==> config.mk <==
export PLATFORM = sky130hd
export DESIGN_NAME = tfsm_top
export DESIGN_NICKNAME = d
export VERILOG_FILES = /design/src/rtl/tfsm_pkg.sv /design/src/rtl/tfsm_table.sv /design/src/rtl/tfsm_core.sv /design/src/rtl/tfsm_top.sv
export SDC_FILE = /design/constraint.sdc
export NUM_CORES = 1
export LEC_CHECK = 0
export BUFFER_PORTS_ARGS = -buffer_cell sky130_fd_sc_hd__clkbuf_2
export CORE_ASPECT_RATIO = 0.9
export CORE_UTILIZATION = 65
export DETAILED_ROUTE_END_ITERATION = 10
export GPL_TIMING_DRIVEN = 0
export PLACE_DENSITY = 0.84
export SLEW_MARGIN = 5
export SYNTH_ARGS = -nofsm -noshare
export SYNTH_HDL_FRONTEND = slang
export SYNTH_SLANG_ARGS = --single-unit
==> constraint.sdc <==
create_clock -name clk -period 3.1 [get_ports clk]
set_clock_uncertainty 0.2 [all_clocks]
set_input_delay 0.155 -clock clk [delete_from_list [all_inputs] [get_ports clk]]
set_output_delay 0.155 -clock clk [all_outputs]
set_load 0.02 [all_outputs]
==> src/rtl/tfsm_pkg.sv <==
package tfsm_pkg;

    localparam int TF_STATE_W = 2;
    localparam int TF_IN_W    = 2;
    localparam int TF_OUT_W   = 3;
    localparam int TF_WORD_W  = 8;

    // Built-in program loaded by reset: bits [4:3] next state, [2:0] outputs
    function automatic logic [7:0] default_word(input int idx);
        logic [7:0] w;
        case (idx)
            0, 5, 12, 14, 15:  w = 8'h1E;
            1, 2, 6:           w = 8'h07;
            3, 4, 9:           w = 8'h0B;
            7, 8, 10, 11, 13:  w = 8'h15;
            default:           w = 8'h00;
        endcase
        return w;
    endfunction

endpackage

==> src/rtl/tfsm_table.sv <==
module tfsm_table #(
    parameter int ADDR_W = 4,
    parameter int WORD_W = 8,
    parameter int USED_W = 5
) (
    input  logic              clk,
    input  logic              rst,
    input  logic              wr_en,
    input  logic [ADDR_W-1:0] wr_addr,
    input  logic [WORD_W-1:0] wr_data,
    input  logic [ADDR_W-1:0] rd_addr,
    output logic [USED_W-1:0] rd_word
);

    localparam int DEPTH = 1 << ADDR_W;

    logic [USED_W-1:0] mem_d [DEPTH];
    logic [USED_W-1:0] mem_q [DEPTH];
    logic              unused_hi;

    assign unused_hi = ^wr_data[WORD_W-1:USED_W];

    always_comb begin
        for (int i = 0; i < DEPTH; i++) begin
            mem_d[i] = mem_q[i];
        end
        if (rst) begin
            for (int i = 0; i < DEPTH; i++) begin
                mem_d[i] = USED_W'(tfsm_pkg::default_word(i));
            end
        end else if (wr_en) begin
            mem_d[wr_addr] = wr_data[USED_W-1:0];
        end
    end

    always_ff @(posedge clk) begin
        for (int i = 0; i < DEPTH; i++) begin
            mem_q[i] <= mem_d[i];
        end
    end

    assign rd_word = mem_q[rd_addr];

endmodule

==> src/rtl/tfsm_core.sv <==
module tfsm_core #(
    parameter int STATE_W = 2,
    parameter int IN_W    = 2,
    parameter int OUT_W   = 3,
    parameter logic [OUT_W-1:0] RST_OUT = 3'b111
) (
    input  logic                     clk,
    input  logic                     rst,
    input  logic [IN_W-1:0]          ev_in,
    input  logic [STATE_W+OUT_W-1:0] word,
    output logic [STATE_W+IN_W-1:0]  addr,
    output logic [IN_W-1:0]          in_q,
    output logic [STATE_W-1:0]       state_q,
    output logic [OUT_W-1:0]         out_q
);

    localparam int USED_W = STATE_W + OUT_W;

    typedef struct packed {
        logic [STATE_W-1:0] st;
        logic [IN_W-1:0]    inr;
        logic [OUT_W-1:0]   outv;
    } core_t;

    core_t cur_q, cur_d;

    always_comb begin
        cur_d = cur_q;
        if (rst) begin
            cur_d.st   = '0;
            cur_d.inr  = '0;
            cur_d.outv = RST_OUT;
        end else begin
            cur_d.inr  = ev_in;
            cur_d.st   = word[USED_W-1 -: STATE_W];
            cur_d.outv = word[OUT_W-1:0];
        end
    end

    always_ff @(posedge clk) begin
        cur_q <= cur_d;
    end

    assign addr    = {cur_q.st, cur_q.inr};
    assign in_q    = cur_q.inr;
    assign state_q = cur_q.st;
    assign out_q   = cur_q.outv;

endmodule

==> src/rtl/tfsm_top.sv <==
module tfsm_top #(
    parameter int STATE_W = tfsm_pkg::TF_STATE_W,
    parameter int IN_W    = tfsm_pkg::TF_IN_W,
    parameter int OUT_W   = tfsm_pkg::TF_OUT_W,
    parameter int WORD_W  = tfsm_pkg::TF_WORD_W,
    parameter logic [OUT_W-1:0] RST_OUT = 3'b111
) (
    input  logic                      clk,
    input  logic                      rst,
    input  logic [IN_W-1:0]           ev_in,
    input  logic                      wr_en,
    input  logic [STATE_W+IN_W-1:0]   wr_addr,
    input  logic [WORD_W-1:0]         wr_data,
    output logic [STATE_W-1:0]        state_o,
    output logic [OUT_W-1:0]          out_o
);

    localparam int ADDR_W = STATE_W + IN_W;
    localparam int USED_W = STATE_W + OUT_W;

    logic [ADDR_W-1:0] look_addr;
    logic [USED_W-1:0] look_word;
    logic [IN_W-1:0]   in_q;

    tfsm_table #(
        .ADDR_W (ADDR_W),
        .WORD_W (WORD_W),
        .USED_W (USED_W)
    ) u_table (
        .clk     (clk),
        .rst     (rst),
        .wr_en   (wr_en),
        .wr_addr (wr_addr),
        .wr_data (wr_data),
        .rd_addr (look_addr),
        .rd_word (look_word)
    );

    tfsm_core #(
        .STATE_W (STATE_W),
        .IN_W    (IN_W),
        .OUT_W   (OUT_W),
        .RST_OUT (RST_OUT)
    ) u_core (
        .clk     (clk),
        .rst     (rst),
        .ev_in   (ev_in),
        .word    (look_word),
        .addr    (look_addr),
        .in_q    (in_q),
        .state_q (state_o),
        .out_q   (out_o)
    );

endmodule

==> reports/results.tsv <==
stage	metric	value	unit
synth	Post-synth ARST share	0	%
setup_path	Reg-to-Reg Start	u_core.in_q[1]$_SDFF_PP0_	
synth	Synth Area per Inst	9.39	um2
synth	sequential area share after synthesis	44.0	%
setup_path	worst endpoint required time	3.16	ns
final_layout	Register Area	1740	um2
floorplanning	Horiz. Die Dim	84.3	um
timing	Final Hold Fails	0	
timing	crit path time final	2.15	ns
setup_path	CP Launch Point	u_core.in_q[1]$_SDFF_PP0_	
setup_path	worst reg-to-reg path cell count	6	
synth	synth unique cells	34	
floorplanning	# rows	26	
global_routing	wire length of the first global-routing pass	17000	um
clock_tree	total CTS buffers	9	
global_routing	vias in the first global route	3291	
routing	final WL	10400	um
clock_tree	setup bufs post-CTS	0	
setup_path	Crit path arrival time	2.20	ns
final_layout	Nets	469	
pwr	worst vdd ir	439	uV
routing	DRC	6	
synth	syn_nets	439	
synth	Ys Warns	0	
synth	#FFs+latches synth	87	
synth	Synth Cell Area	3960	um2
final_layout	# fillers	391	
timing	Total Neg Setup Slack	0	ns
timing	RSZ-0062 raised after global routing	false	
pwr	P per Cell Area	555	nW/um2
floorplanning	core area	5790	um2
final_layout	Antenna Cells	0	
clock_tree	TritonCTS clock tree	done	
min_path	Hold Path Class	in -> reg	
synth	Post-synth EDFFs	0	
setup_path	crit-path max FO	10	
placed_design	Place WS	1.01	ns
placed_design	routability cong.	0.910	
routing	DRT iter0 DRCs	324	
setup_path	Critical Path End	u_core.out_q[1]$_SDFF_PP1_	
routing	drt via density	6.49	
timing	final worst path period share	69.2	%
clock_tree	htree depth	3	
global_routing	GRT Overall Usage	34.8	%
clock_tree	Root Buffer	clkbuf_8	
setup_path	critical path type	reg -> reg	
final_layout	layout cells sized above 1	13.3	%
floorplanning	height of the die	76.1	um
timing	Worst Slack Setup Final	0.954	ns
setup_path	critical path startpoint category	register	
routing	antenna-violating nets left	0	
routing	drt wl/cell	19.8	um
timing	Final Max Tran Viols	0	
final_layout	Area Overhead vs Synth	11.1	%
floorplanning	IO Pins	22	
run	Max-cap violations	0	
final_layout	footprint of the multi-input gates	2040	um2
synth	Synth Flop Type	dfxtp_1	
synth	Mapped Cells	422	
timing	fmax	466	MHz
clock_tree	worst-case clock buffer depth	2	
placed_design	port buffer count	14	
final_layout	leading cell type in the layout, fill and taps excluded	dfxtp_1	
floorplanning	Initial Util	68.4	%
global_routing	largest net degree at the start of global routing	16	
routing	first-pass iteration count of the detailed router	8	
placed_design	Post-DP HPWL	7090	um
floorplanning	DIE AREA	6410	um2
routing	vias	3420	
clock_tree	worst skew pair latency	0.37	ns
synth	top cell type's share of synthesized area	44.0	%
clock_tree	Worst-path clk slew	0.09	ns
global_routing	total global routing overflow	0	
final_layout	commonest cells after routing, fill and taps aside	dfxtp_1, nor2_1, nand2_1, mux2i_1	
timing	Worst-Margin Slew	0.626	ns
pwr	leakage	1.63	nW
clock_tree	Clock Sinks	87	
setup_path	minimum setup slack among reg-to-reg paths	0.95	ns
global_routing	initial antenna violation count	0	
synth	synth top area cells	dfxtp_1, mux2i_1, a211o_1	
timing	final number of setup-violating endpoints	0	
setup_path	CP Capture Type	register	
run_status	failing checks	DRC	
setup_path	Critical R2R Capture	u_core.out_q[1]$_SDFF_PP1_	
timing	Worst slew margin	58.2	%
synth	leading area contributor after synthesis	dfxtp_1	
run_status	status	finished, violations left	
==> critical path: stages (launching register included) <==
cell      delay (ns)
dfxtp_1         0.44
buf_2           0.33
buf_4           0.31
mux2i_1         0.26
o22ai_1         0.11
a211oi_1        0.28
nand2_1         0.11
==> final cells by class <==
| type | count | share of cell area (%) |
|---|---|---|
| inverters | 5 | 0.427 |
| flip-flops and latches | 87 | 39.6 |
| clock buffers | 10 | 3.13 |
| repair buffers | 19 | 2.73 |
| plain buffers | 36 | 3.67 |
| clock inverters | 6 | 2.10 |
| multi-input cells | 294 | 46.4 |
| well taps | 70 | 1.99 |
==> synth_stat cells (3+ instances only) <==
master	number
nand2b_1	7
mux2i_1	38
nor2_1	47
nor2b_1	15
nand3_1	9
a211oi_1	4
nor3_4	3
a21oi_1	10
a211o_1	30
o22ai_1	4
inv_1	5
o21ai_0	30
nand3b_1	28
a22oi_1	3
mux4_2	9
nand2_1	40
clkbuf_1	24
buf_2	9
dfxtp_1	87
or3_1	3
==> cell families after synthesis <==
family | after synthesis | synth area share [%]
and+or+nand+nor | 161 | 21.9
DFF | 87 | 44.0
muxes | 49 | 15.3
buffers and inverters | 41 | 4.55
AOI/OAI and AO/OA | 84 | 14.3
==> repair_timing <==
action / in CTS / in global routing
hold endpoints to repair: 11 / 0
hold buffers: 5 / 0
resized for setup: 0 / 0
==> metal layers <==
layer	global-route usage, %	wire [um]	up-vias
met4	16.7	364	0
met2	53.0	4790	201
met1	47.0	4280	1614
met3	8.02	989	47
met5	0	0	-
li1	-	-	1558
==> how the worst min path moves through the flow <==
stage / from / endpoint / slack (ns) / depth (start not counted)
floorplan: wr_data[3] / u_table.mem_q[3][3]$_SDFFE_PP1P_ / 0.07 / 1
global placement: ev_in[0] / u_core.in_q[0]$_SDFF_PP0_ / 0.16 / 2
detailed placement: ev_in[1] / u_core.in_q[1]$_SDFF_PP0_ / 0.19 / 2
CTS: wr_data[2] / u_table.mem_q[8][2]$_SDFFE_PP1P_ / 0.01 / 4
global route: wr_data[2] / u_table.mem_q[5][2]$_SDFFE_PP1P_ / 0.06 / 4
finish: wr_data[2] / u_table.mem_q[8][2]$_SDFFE_PP1P_ / 0.03 / 4
==> metrics by stage <==
step                      std cells  total power, mW  hold WS [ns]  cell area (um2)  utilization [%]
after floorplan                 422             1.45        0.0729             3960                -
after global placement          506             1.54         0.162             4120             71.1
after detailed placement        506             1.55         0.186             4120             71.1
after CTS                       527             2.43        0.0132             4400             76.0
after global routing            527             2.52        0.0638             4400             76.0
final                           527             2.44        0.0259             4400             76.0
==> power by group <==
part           switching [mW]  internal, mW  total, mW
registers              0.0187          1.15       1.17
logic                   0.224         0.142      0.366
clock network           0.421         0.480      0.900
==> sequential cells by signal, summed over array words and instances (netlist names) <==
| signal | cells |
|---|---|
| u_core.in_q | 2 |
| u_core.out_q | 3 |
| u_core.state_q | 2 |
| u_table.mem_q | 80 |
No activity file was read; power rests on OpenSTA's default activity.
